<file path="src/rtl/evtimer_core.sv">
module evtimer_core #(
  parameter int              NUM_CH     = 3,
  parameter logic [15:0]     VENDOR     = 16'h1a2b,
  parameter logic [7:0]      REV        = 8'h01,
  parameter logic [31:0]     PERIOD_FS  = 32'd10_000_000,
  parameter logic [31:0]     ROUTE_MASK = 32'h00ff_ff79,
  parameter logic [NUM_CH-1:0] PER_CAP  = 3'b011,
  parameter bit              LEG_CAP    = 1'b1
) (
  input  logic        clk,
  input  logic        rst_n,
  input  logic [7:0]  reg_addr,
  input  logic        reg_wr,
  input  logic [31:0] reg_wdata,
  output logic [31:0] reg_rdata,
  output logic [31:0] irq_lines
);
  localparam logic [7:0] A_CAP = 8'h00, A_PRD = 8'h04, A_CFG = 8'h08;
  localparam logic [7:0] A_STS = 8'h0c, A_CNT = 8'h10;
  localparam int CH_BASE = 32, CH_STRIDE = 16;

  logic [31:0] cnt;
  logic run, leg;
  logic [NUM_CH-1:0] sts, pulse, ien, lvl, per, vset, pnext, hit, wcfg, wcmp;
  logic [4:0]  route [NUM_CH];
  logic [4:0]  dest  [NUM_CH];
  logic [31:0] cmp   [NUM_CH];
  logic [31:0] prd   [NUM_CH];

  wire wr_sts = reg_wr && reg_addr == A_STS;
  wire wr_cnt = reg_wr && reg_addr == A_CNT;
  wire wr_gcf = reg_wr && reg_addr == A_CFG;

  always_comb
    for (int c = 0; c < NUM_CH; c++) begin
      hit[c]  = run && cnt == cmp[c];
      wcfg[c] = reg_wr && reg_addr == 8'(CH_BASE + CH_STRIDE * c);
      wcmp[c] = reg_wr && reg_addr == 8'(CH_BASE + CH_STRIDE * c + 4);
      if (leg && c == 0)      dest[c] = 5'd0;
      else if (leg && c == 1) dest[c] = 5'd8;
      else                    dest[c] = route[c];
    end

  always_ff @(posedge clk or negedge rst_n)
    if (!rst_n) begin
      cnt <= '0; run <= 1'b0; leg <= 1'b0;
      sts <= '0; pulse <= '0; ien <= '0; lvl <= '0;
      per <= '0; vset <= '0; pnext <= '0;
      for (int c = 0; c < NUM_CH; c++) begin
        route[c] <= '0; cmp[c] <= '1; prd[c] <= '0;
      end
    end else begin
      if (wr_gcf) begin
        run <= reg_wdata[0];
        leg <= reg_wdata[1] & LEG_CAP;
      end
      if (wr_cnt && !run) cnt <= reg_wdata;
      else if (run)       cnt <= cnt + 32'd1;
      for (int c = 0; c < NUM_CH; c++) begin
        sts[c]   <= (sts[c] & ~(wr_sts & reg_wdata[c])) | (hit[c] & ien[c] & lvl[c]);
        pulse[c] <= hit[c] & ien[c] & ~lvl[c];
        if (hit[c] && per[c]) cmp[c] <= cmp[c] + prd[c];
        if (wcfg[c]) begin
          lvl[c]   <= reg_wdata[1];
          ien[c]   <= reg_wdata[2];
          per[c]   <= reg_wdata[3] & PER_CAP[c];
          vset[c]  <= reg_wdata[6] & reg_wdata[3] & PER_CAP[c];
          route[c] <= reg_wdata[13:9];
          pnext[c] <= 1'b0;
        end
        if (wcmp[c]) begin
          if (pnext[c]) begin
            prd[c]   <= reg_wdata;
            pnext[c] <= 1'b0;
          end else begin
            cmp[c] <= reg_wdata;
            if (vset[c]) begin
              vset[c]  <= 1'b0;
              pnext[c] <= 1'b1;
            end
          end
        end
      end
    end

  always_comb begin
    reg_rdata = '0;
    case (reg_addr)
      A_CAP: reg_rdata = {VENDOR, LEG_CAP, 2'b00, 5'(NUM_CH - 1), REV};
      A_PRD: reg_rdata = PERIOD_FS;
      A_CFG: reg_rdata = {30'd0, leg, run};
      A_STS: reg_rdata = 32'(sts);
      A_CNT: reg_rdata = cnt;
      default: ;
    endcase
    for (int c = 0; c < NUM_CH; c++) begin
      if (reg_addr == 8'(CH_BASE + CH_STRIDE * c))
        reg_rdata = {16'h0, 2'b00, route[c], 1'b1, 1'b0, vset[c], 1'b0,
                     PER_CAP[c], per[c], ien[c], lvl[c], 1'b0};
      if (reg_addr == 8'(CH_BASE + CH_STRIDE * c + 4)) reg_rdata = cmp[c];
      if (reg_addr == 8'(CH_BASE + CH_STRIDE * c + 8)) reg_rdata = ROUTE_MASK;
    end
  end

  always_comb begin
    irq_lines = '0;
    for (int c = 0; c < NUM_CH; c++)
      if (sts[c] | pulse[c]) irq_lines[dest[c]] = 1'b1;
  end

  AST_CNT_STEP: assert property (@(posedge clk) disable iff (!rst_n)
    run |=> cnt == $past(cnt) + 32'd1);
  AST_CNT_HOLD: assert property (@(posedge clk) disable iff (!rst_n)
    (!run && !wr_cnt) |=> $stable(cnt));
  AST_CNT_WR_IGNORED: assert property (@(posedge clk) disable iff (!rst_n)
    (run && wr_cnt) |=> cnt == $past(cnt) + 32'd1);

  for (genvar g = 0; g < NUM_CH; g++) begin : g_chk
    AST_PER_ADVANCE: assert property (@(posedge clk) disable iff (!rst_n)
      (hit[g] && per[g] && !wcmp[g]) |=> cmp[g] == $past(cmp[g]) + $past(prd[g]));
    AST_ONESHOT_HOLD: assert property (@(posedge clk) disable iff (!rst_n)
      (hit[g] && !per[g] && !wcmp[g]) |=> $stable(cmp[g]));
    AST_LEVEL_HOLD: assert property (@(posedge clk) disable iff (!rst_n)
      (sts[g] && !(wr_sts && reg_wdata[g])) |=> sts[g]);
    AST_EDGE_NO_STS: assert property (@(posedge clk) disable iff (!rst_n)
      (!sts[g] && !lvl[g]) |=> !sts[g]);
    AST_VSET_DONE: assert property (@(posedge clk) disable iff (!rst_n)
      (vset[g] && wcmp[g]) |=> (!vset[g] && pnext[g]));
    AST_DISABLED_QUIET: assert property (@(posedge clk) disable iff (!rst_n)
      (!ien[g] && !sts[g]) |=> (!pulse[g] && !sts[g]));
    if (!PER_CAP[g]) begin : g_noper
      AST_NO_PERIODIC: assert property (@(posedge clk) disable iff (!rst_n)
        !per[g] && !vset[g]);
    end
  end
endmodule

</file>
<file path="config.mk">
export PLATFORM = sky130hd
export DESIGN_NAME = evtimer_core
export DESIGN_NICKNAME = d
export VERILOG_FILES = /design/src/rtl/evtimer_core.sv
export SDC_FILE = /design/constraint.sdc
export NUM_CORES = 1
export LEC_CHECK = 0
export ABC_CLOCK_PERIOD_IN_PS = 3500
export BUFFER_PORTS_ARGS = -buffer_cell sky130_fd_sc_hd__buf_4
export CORE_AREA = 8 8 200 164
export DETAILED_ROUTE_END_ITERATION = 16
export DIE_AREA = 0 0 208 172
export HOLD_SLACK_MARGIN = 0.06
export PLACE_DENSITY_LB_ADDON = 0.1
export SKIP_CTS_REPAIR_TIMING = 1
export SYNTH_ARGS = -nofsm -noshare
export SYNTH_HDL_FRONTEND = slang
export SYNTH_SLANG_ARGS = --single-unit
</file>
<file path="constraint.sdc">
create_clock -name clk -period 3.5 [get_ports clk]
set_input_delay 0.525 -clock clk [delete_from_list [all_inputs] [get_ports clk]]
set_output_delay 0.525 -clock clk [all_outputs]
set_load 0.03 [all_outputs]
</file>
==> flow_results.xml, run 1 <==
<?xml version="1.0" encoding="UTF-8"?>
<metrics>
  <group name="run_status">
    <metric name="status" unit="">finished, final reports clean</metric>
  </group>
  <group name="job">
    <metric name="maxcap_viol_count" unit="">0</metric>
  </group>
  <group name="sta">
    <metric name="finalSetupViolCount" unit="">0</metric>
    <metric name="timing.final.ws_setup" unit="ns">0.184</metric>
    <metric name="tightestPinTransition" unit="ns">0.923</metric>
    <metric name="timing.fmax" unit="GHz">0.302</metric>
    <metric name="period_share" unit="%">94.7</metric>
    <metric name="slew_headroom" unit="%">38.0</metric>
    <metric name="maxSlewViolCount" unit="">0</metric>
    <metric name="min_period" unit="ns">3.32</metric>
    <metric name="finClkSkew" unit="ns">0.0144</metric>
    <metric name="hold_viol" unit="">0</metric>
  </group>
  <group name="cts">
    <metric name="cts_buffer_depth" unit="">3</metric>
    <metric name="cts_buffers" unit="">27</metric>
    <metric name="path_clk_slew" unit="ns">0.06</metric>
    <metric name="htree_levels" unit="">1</metric>
    <metric name="cts-root-buf" unit="">clkbuf_16</metric>
    <metric name="cts_tree" unit="">done</metric>
    <metric name="clk_latency" unit="ns">0.55</metric>
    <metric name="number_of_clock_sinks" unit="">229</metric>
  </group>
  <group name="setup_path">
    <metric name="worst-path-buf-inv" unit="">1</metric>
    <metric name="critical_path.max_fanout" unit="">15</metric>
    <metric name="critical_path_start_end_classification" unit="">register to register</metric>
    <metric name="timing.critical_path.from" unit="">cmp[36]$_DFF_PN1_</metric>
    <metric name="r2r-end" unit="">cmp[42]$_DFF_PN1_</metric>
    <metric name="required_time_at_the_worst_slack_endpoint" unit="ns">3.97</metric>
    <metric name="critPathSlowestCell" unit="">dfstp_2</metric>
    <metric name="critical_path.cell_chain" unit="">xnor2_1 &gt; nand4_1 &gt; nor4_1 &gt; nand4_1 &gt; nor4_1 &gt; buf_4 &gt; nand2_2 &gt; a2111oi_0 &gt; a21oi_1 &gt; o21ai_0</metric>
    <metric name="worstSetupPathDepth" unit="">10</metric>
    <metric name="reg2reg_launch_point" unit="">cmp[36]$_DFF_PN1_</metric>
    <metric name="setup.worst_path.end_class" unit="">register</metric>
    <metric name="critical_path.max_stage_delay" unit="ns">0.61</metric>
    <metric name="critical_path_arrival" unit="ns">3.79</metric>
    <metric name="cp-endpoint" unit="">cmp[42]$_DFF_PN1_</metric>
    <metric name="start_kind" unit="">register</metric>
    <metric name="cp_top_family" unit="">simple AND/OR/NAND/NOR gates</metric>
    <metric name="worst-r2r-setup-slack" unit="ns">0.18</metric>
    <metric name="worstRegToRegCells" unit="">10</metric>
  </group>
  <group name="synthesis">
    <metric name="synthesis.area" unit="um^2">15900</metric>
    <metric name="post-synth-top-count-cell" unit="">nand2_1</metric>
    <metric name="synthesis.instances" unit="">1829</metric>
    <metric name="sequential_cell_area_fraction_in_the_yosys_report" unit="%">36.7</metric>
    <metric name="postSynthAreaPerCell" unit="um^2">8.71</metric>
    <metric name="post_synth_top_area_cell" unit="">dfrtp_1</metric>
    <metric name="synthArstFlopShare" unit="%">100</metric>
    <metric name="synth_largest_type_area_fraction" unit="%">20.9</metric>
    <metric name="dominantRegCellSynth" unit="">dfrtp_1</metric>
    <metric name="synth-edff-count" unit="">0</metric>
    <metric name="syn_nets" unit="">1937</metric>
    <metric name="synthTopCellsByCount" unit="">233 x nand2_1, 158 x nor2_1, 141 x a21oi_1</metric>
    <metric name="yosys_warnings" unit="">0</metric>
    <metric name="yosys.cell_types.count" unit="">64</metric>
    <metric name="postSynthRegisterBits" unit="">229</metric>
    <metric name="yosys-top-cells-area" unit="">dfrtp_1 21%, dfstp_2 16%, mux2_2 8.6%</metric>
  </group>
  <group name="floorplan">
    <metric name="dieHeight" unit="um">172</metric>
    <metric name="start_util" unit="%">53.7</metric>
    <metric name="standard_cell_core_area" unit="um^2">29700</metric>
    <metric name="io_pins" unit="">107</metric>
    <metric name="floorplan.rows" unit="">57</metric>
    <metric name="die_width" unit="um">208</metric>
    <metric name="design.die.area" unit="um^2">35800</metric>
  </group>
  <group name="detailed_routing">
    <metric name="drc" unit="">0</metric>
    <metric name="vias_per_cell" unit="">6.46</metric>
    <metric name="dr.first_iter.drc_count" unit="">1720</metric>
    <metric name="drt_wl_total" unit="mm">56.6</metric>
    <metric name="final_antenna_net_count" unit="">0</metric>
    <metric name="via_count" unit="">15000</metric>
    <metric name="wl_per_cell" unit="um">24.4</metric>
    <metric name="number_of_iterations_in_the_first_detailed_routing_pass" unit="">6</metric>
  </group>
  <group name="global_route">
    <metric name="grt_remaining_overflow" unit="">0</metric>
    <metric name="pin_count_of_the_biggest_net_entering_global_routing" unit="">80</metric>
    <metric name="grt_first_pass_wirelength" unit="mm">85.3</metric>
    <metric name="first_global_vias" unit="">14200</metric>
    <metric name="grt_usage" unit="%">30.8</metric>
    <metric name="number_of_antenna_violations_at_the_first_check_in_global_routing" unit="">1</metric>
  </group>
  <group name="layout">
    <metric name="final_layout_size_suffix_gt1_share" unit="%">23.8</metric>
    <metric name="design_area" unit="um^2">18300</metric>
    <metric name="design.final.nets" unit="">2021</metric>
    <metric name="seq_area" unit="um^2">5850</metric>
    <metric name="area_used_by_multi_input_combinational_logic" unit="um^2">9580</metric>
    <metric name="n_fill_cell" unit="">2583</metric>
    <metric name="area_growth" unit="%">15.1</metric>
    <metric name="antennaDiodeCount" unit="">0</metric>
  </group>
  <group name="place">
    <metric name="io_buffers" unit="">106</metric>
    <metric name="detailedPlacementHpwl" unit="mm">42.9</metric>
    <metric name="worst_case_setup_slack_after_placement" unit="ns">0.213</metric>
    <metric name="post_dp_cell_area" unit="um^2">17400</metric>
    <metric name="replace_congestion" unit="">1.03</metric>
  </group>
  <group name="pwr">
    <metric name="ir_worst_vdd" unit="mV">0.443</metric>
    <metric name="part_of_the_total_power_dissipated_in_combinational_logic" unit="%">22.0</metric>
    <metric name="power.net_switching" unit="mW">2.77</metric>
    <metric name="leakage" unit="nW">8.53</metric>
    <metric name="power.internal" unit="mW">5.54</metric>
    <metric name="power_per_cell_area" unit="nW/um^2">454</metric>
    <metric name="power_switching_share" unit="%">33.3</metric>
    <metric name="pwr-share-clk" unit="%">36.5</metric>
    <metric name="p_seq_share" unit="%">41.5</metric>
  </group>
  <group name="min_path">
    <metric name="min_path_type" unit="">input pin to register</metric>
    <metric name="min_from" unit="">reg_wdata[29]</metric>
    <metric name="hold-path-cell-count" unit="">3</metric>
  </group>
</metrics>
## sequential cells by signal (all words and copies together) (netlist names)
name / flops
cmp: 96
prd: 64
cnt: 32
route: 10
dest: 5
ien: 3
lvl: 3
pnext: 3
pulse: 3
sts: 3
vset: 3
per: 2
leg: 1
run: 1
## layer usage
metal,track usage [%],wire length [um]
met1,44.8,25200
met2,44.5,23300
met3,8.88,6570
met4,7.76,1530
met5,0,0
## layout make-up
class	instances	area share, %
clock buffer	36	4.20
clock inverter	13	0.996
inverter	31	0.635
multi-input combinational	1456	52.2
sequential	229	31.9
tap	383	2.61
timing repair buffer	168	7.41
## cells by family after synthesis
| kind of cell | share of synthesized area, % |
|---|---|
| flops | 36.7 |
| xor+xnor | 7.58 |
| buf+inv | 3.46 |
| compound gates | 18.6 |
| simple gates | 18.3 |
| mux | 10.1 |
| fa+ha+maj | 5.20 |
## how the worst min path moves through the flow
stage | endpoint | slack [ns]
floorplan | cnt[0]$_DFFE_PN0P_ | 0.23
global placement | pnext[2]$_DFF_PN0_ | 0.46
detailed placement | pnext[2]$_DFF_PN0_ | 0.47
CTS | prd[90]$_DFFE_PN0P_ | -0.02
global route | cmp[61]$_DFF_PN1_ | 0.26
finish | cmp[61]$_DFF_PN1_ | 0.25
## stage by stage
| step | util (%) | setup TNS, ns | total power, mW | cells | hold WS [ns] |
|---|---|---|---|---|---|
| finish | 61.8 | 0 | 8.32 | 2316 | 0.253 |
| global route | 61.8 | -0.00701 | 8.62 | 2316 | 0.261 |
| CTS | 61.7 | 0 | 8.31 | 2315 | -0.0177 |
| detailed placement | 58.5 | 0 | 5.26 | 2266 | 0.469 |
| global placement | 58.5 | 0 | 5.23 | 2266 | 0.456 |
| floorplan | - | 0 | 4.48 | 1829 | 0.229 |
## power groups by stage
stage | sequential [mW] | clock, mW | combinational (mW)
global route | 3.48 | 3.17 | 1.98
finish | 3.45 | 3.03 | 1.83
detailed placement | 3.47 | 0 | 1.79
CTS | 3.43 | 3.08 | 1.80
global placement | 3.46 | 0 | 1.78
floorplan | 3.08 | 0 | 1.40
## placed cells by master, fill, tap and decap left out, types with 31 or more instances in the layout
cell and count:
nand2_1 231, buf_4 159, nor2_1 153, a21oi_1 140, dfrtp_1 133, o21ai_0 130
mux2_2 121, dfstp_2 96, xnor2_1 88, nand3_1 73, ha_1 63, xor2_1 50
a22oi_1 42, nand4_1 32, inv_1 31
## worst reg2reg max path, cell delays in order (launching register included)
cell and delay, ns:
dfstp_2 0.61, xnor2_1 0.21, nand4_1 0.17, nor4_1 0.34
nand4_1 0.13, nor4_1 0.52, buf_4 0.24, nand2_2 0.22
a2111oi_0 0.55, a21oi_1 0.10, o21ai_0 0.16
Power figures use the tool's default switching activity.
==> run 2, diff against run 1 <==
ABC_AREA = 1   (was unset)
CORE_AREA = 8 8 216 177   (was 8 8 200 164)
DIE_AREA = 0 0 224 185   (was 0 0 208 172)
==> flow_results.xml, run 2 <==
<?xml version="1.0" encoding="UTF-8"?>
<metrics>
  <group name="synthesis">
    <metric name="syn_nets" unit="">3019</metric>
    <metric name="synth-edff-count" unit="">0</metric>
    <metric name="synthesis.instances" unit="">2911</metric>
    <metric name="yosys.cell_types.count" unit="">55</metric>
    <metric name="postSynthAreaPerCell" unit="um^2">6.44</metric>
    <metric name="post-synth-top-count-cell" unit="">nand2_1</metric>
    <metric name="synth_largest_type_area_fraction" unit="%">18.5</metric>
    <metric name="postSynthRegisterBits" unit="">229</metric>
    <metric name="yosys-top-cells-area" unit="">nand2_1 19%, dfrtp_1 18%, dfstp_2 13%</metric>
    <metric name="synthArstFlopShare" unit="%">100</metric>
    <metric name="post_synth_top_area_cell" unit="">nand2_1</metric>
    <metric name="sequential_cell_area_fraction_in_the_yosys_report" unit="%">31.2</metric>
    <metric name="dominantRegCellSynth" unit="">dfrtp_1</metric>
    <metric name="yosys_warnings" unit="">0</metric>
    <metric name="synthTopCellsByCount" unit="">926 x nand2_1, 388 x inv_1, 229 x nor2_1</metric>
    <metric name="synthesis.area" unit="um^2">18800</metric>
  </group>
  <group name="sta">
    <metric name="slew_headroom" unit="%">32.8</metric>
    <metric name="min_period" unit="ns">3.14</metric>
    <metric name="finalSetupViolCount" unit="">0</metric>
    <metric name="hold_viol" unit="">0</metric>
    <metric name="tightestPinTransition" unit="ns">1.00</metric>
    <metric name="period_share" unit="%">89.8</metric>
    <metric name="rsz0062_at_grt" unit="">false</metric>
    <metric name="maxSlewViolCount" unit="">0</metric>
    <metric name="final.setup.tns" unit="ns">0</metric>
    <metric name="timing.fmax" unit="GHz">0.318</metric>
    <metric name="finClkSkew" unit="ns">0.0255</metric>
  </group>
  <group name="cts">
    <metric name="clk_latency" unit="ns">0.57</metric>
    <metric name="cts-root-buf" unit="">clkbuf_16</metric>
    <metric name="htree_levels" unit="">1</metric>
    <metric name="cts_tree" unit="">done</metric>
    <metric name="cts_buffer_depth" unit="">3</metric>
    <metric name="cts_buffers" unit="">26</metric>
    <metric name="number_of_clock_sinks" unit="">229</metric>
    <metric name="path_clk_slew" unit="ns">0.07</metric>
  </group>
  <group name="place">
    <metric name="replace_congestion" unit="">1.05</metric>
    <metric name="detailedPlacementHpwl" unit="mm">65.0</metric>
    <metric name="post_dp_cell_area" unit="um^2">20000</metric>
    <metric name="io_buffers" unit="">106</metric>
  </group>
  <group name="min_path">
    <metric name="min_path_type" unit="">input pin to register</metric>
    <metric name="hold-path-cell-count" unit="">3</metric>
    <metric name="min_from" unit="">reg_wdata[10]</metric>
    <metric name="timing.hold.worst_endpoint" unit="">route[11]$_DFFE_PN0P_</metric>
  </group>
  <group name="pwr">
    <metric name="leakage" unit="nW">10.4</metric>
    <metric name="power_switching_share" unit="%">36.8</metric>
    <metric name="power.internal" unit="mW">5.51</metric>
    <metric name="ir_worst_vdd" unit="mV">0.722</metric>
    <metric name="p_seq_share" unit="%">37.6</metric>
    <metric name="total_power_after_layout" unit="mW">8.73</metric>
    <metric name="pwr-share-clk" unit="%">37.2</metric>
    <metric name="power_per_cell_area" unit="nW/um^2">416</metric>
    <metric name="part_of_the_total_power_dissipated_in_combinational_logic" unit="%">25.2</metric>
    <metric name="power.net_switching" unit="mW">3.21</metric>
  </group>
  <group name="floorplan">
    <metric name="io_pins" unit="">107</metric>
    <metric name="design.die.area" unit="um^2">41400</metric>
    <metric name="dieHeight" unit="um">185</metric>
    <metric name="die_width" unit="um">224</metric>
    <metric name="floorplan.rows" unit="">62</metric>
    <metric name="start_util" unit="%">53.6</metric>
    <metric name="standard_cell_core_area" unit="um^2">35000</metric>
  </group>
  <group name="detailed_routing">
    <metric name="wl_per_cell" unit="um">23.4</metric>
    <metric name="drc" unit="">0</metric>
    <metric name="dr.first_iter.drc_count" unit="">2927</metric>
    <metric name="drt_wl_total" unit="mm">81.6</metric>
    <metric name="vias_per_cell" unit="">6.14</metric>
    <metric name="final_antenna_net_count" unit="">0</metric>
    <metric name="via_count" unit="">21400</metric>
    <metric name="number_of_iterations_in_the_first_detailed_routing_pass" unit="">7</metric>
  </group>
  <group name="global_route">
    <metric name="first_global_vias" unit="">19600</metric>
    <metric name="grt_first_pass_wirelength" unit="mm">121</metric>
    <metric name="number_of_antenna_violations_at_the_first_check_in_global_routing" unit="">1</metric>
    <metric name="grt_remaining_overflow" unit="">0</metric>
    <metric name="grt_usage" unit="%">38.3</metric>
    <metric name="pin_count_of_the_biggest_net_entering_global_routing" unit="">91</metric>
  </group>
  <group name="setup_path">
    <metric name="r2r-end" unit="">cmp[52]$_DFF_PN1_</metric>
    <metric name="critical_path.max_fanout" unit="">6</metric>
    <metric name="critical_path_start_end_classification" unit="">input pin to primary output</metric>
    <metric name="critical_path_arrival" unit="ns">2.62</metric>
    <metric name="required_time_at_the_worst_slack_endpoint" unit="ns">2.97</metric>
    <metric name="setup.worst_path.end_class" unit="">primary output</metric>
    <metric name="start_kind" unit="">input pin</metric>
    <metric name="worst-r2r-setup-slack" unit="ns">0.40</metric>
    <metric name="reg2reg_launch_point" unit="">cmp[44]$_DFF_PN1_</metric>
    <metric name="worstRegToRegCells" unit="">11</metric>
  </group>
  <group name="layout">
    <metric name="largest_register_ff_count" unit="">96</metric>
    <metric name="mostFrequentLayoutCell" unit="">nand2_1</metric>
    <metric name="design_area" unit="um^2">21000</metric>
    <metric name="reg_top3" unit="">cmp (96), prd (64), cnt (32)</metric>
    <metric name="antennaDiodeCount" unit="">0</metric>
    <metric name="final_layout_size_suffix_gt1_share" unit="%">11.7</metric>
    <metric name="mostFrequentLayoutCells" unit="">924 x nand2_1, 388 x inv_1, 229 x nor2_1</metric>
    <metric name="design.final.nets" unit="">3095</metric>
    <metric name="largest_reg_by_ff_count" unit="">cmp</metric>
    <metric name="area_growth" unit="%">11.8</metric>
  </group>
  <group name="job">
    <metric name="maxcap_viol_count" unit="">0</metric>
  </group>
  <group name="run_status">
    <metric name="status" unit="">finished, final reports clean</metric>
  </group>
</metrics>
==> run 2: how the worst max path moves through the flow <==
stage / end / start
after global routing: reg_rdata[31] / reg_addr[1]
after global placement: reg_rdata[9] / reg_addr[7]
final: reg_rdata[9] / reg_addr[7]
after CTS: reg_rdata[9] / reg_addr[7]
after floorplan: reg_rdata[27] / reg_addr[4]
after detailed placement: reg_rdata[9] / reg_addr[7]
==> run 2: power by group through the flow <==
| stage | logic [mW] | registers, mW | clock network, mW |
|---|---|---|---|
| after global placement | 2.04 | 3.29 | 0 |
| final | 2.20 | 3.29 | 3.25 |
| after detailed placement | 2.08 | 3.30 | 0 |
| after CTS | 2.09 | 3.26 | 3.22 |
| after global routing | 2.34 | 3.29 | 3.33 |
| after floorplan | 1.41 | 3.04 | 0 |
==> run 2: metal layers <==
layer / GRT usage [%] / vias to the layer above / routed length (um)
met5: 0 / - / 13
met1: 52.1 / 10000 / 33600
li1: - / 9662 / -
met2: 56.5 / 1456 / 33200
met4: 15.5 / 2 / 3820
met3: 11.6 / 241 / 11000
==> run 2: critical path, cell delays in order <==
cell,delay (ns)
buf_4,0.12
nor2_1,0.21
nand2_1,0.14
nor2_1,0.25
nand4_1,0.43
nand2_1,0.16
inv_1,0.12
o211ai_1,0.11
o21ai_0,0.17
nand2_1,0.11
nand2_1,0.05
nand2_1,0.06
buf_4,0.15
==> run 2: kinds of logic (layout without fill, tap and decap cells) <==
logic type	count (synthesis)	count (layout)	synth area share [%]
AND/OR/NAND/NOR	1518	1518	34.2
adder cells (fa/ha/maj)	65	65	4.42
XOR/XNOR	69	69	3.22
flip-flops	229	229	31.2
AO/OA/AOI/OAI	533	533	16.4
buffers and inverters	497	593	10.6
==> run 2: area by class of cell <==
cell class,instances,area (um^2)
fill,3343,14000
multi-input combinational,2185,10900
sequential,229,5850
inverter,404,1520
timing repair buffer,141,1090
clock buffer,34,732
tap,480,601
clock inverter,14,259
==> run 2: per-stage QoR <==
| stage | std cells | util [%] | setup slack [ns] | hold WS [ns] |
|---|---|---|---|---|
| after global placement | 3438 | 57.1 | 0.472 | 0.446 |
| after floorplan | 2911 | - | 0.995 | 0.229 |
| after CTS | 3486 | 59.9 | 0.484 | 0.0134 |
| final | 3487 | 59.9 | 0.356 | 0.190 |
| after global routing | 3487 | 59.9 | 0.247 | 0.206 |
| after detailed placement | 3438 | 57.1 | 0.496 | 0.454 |
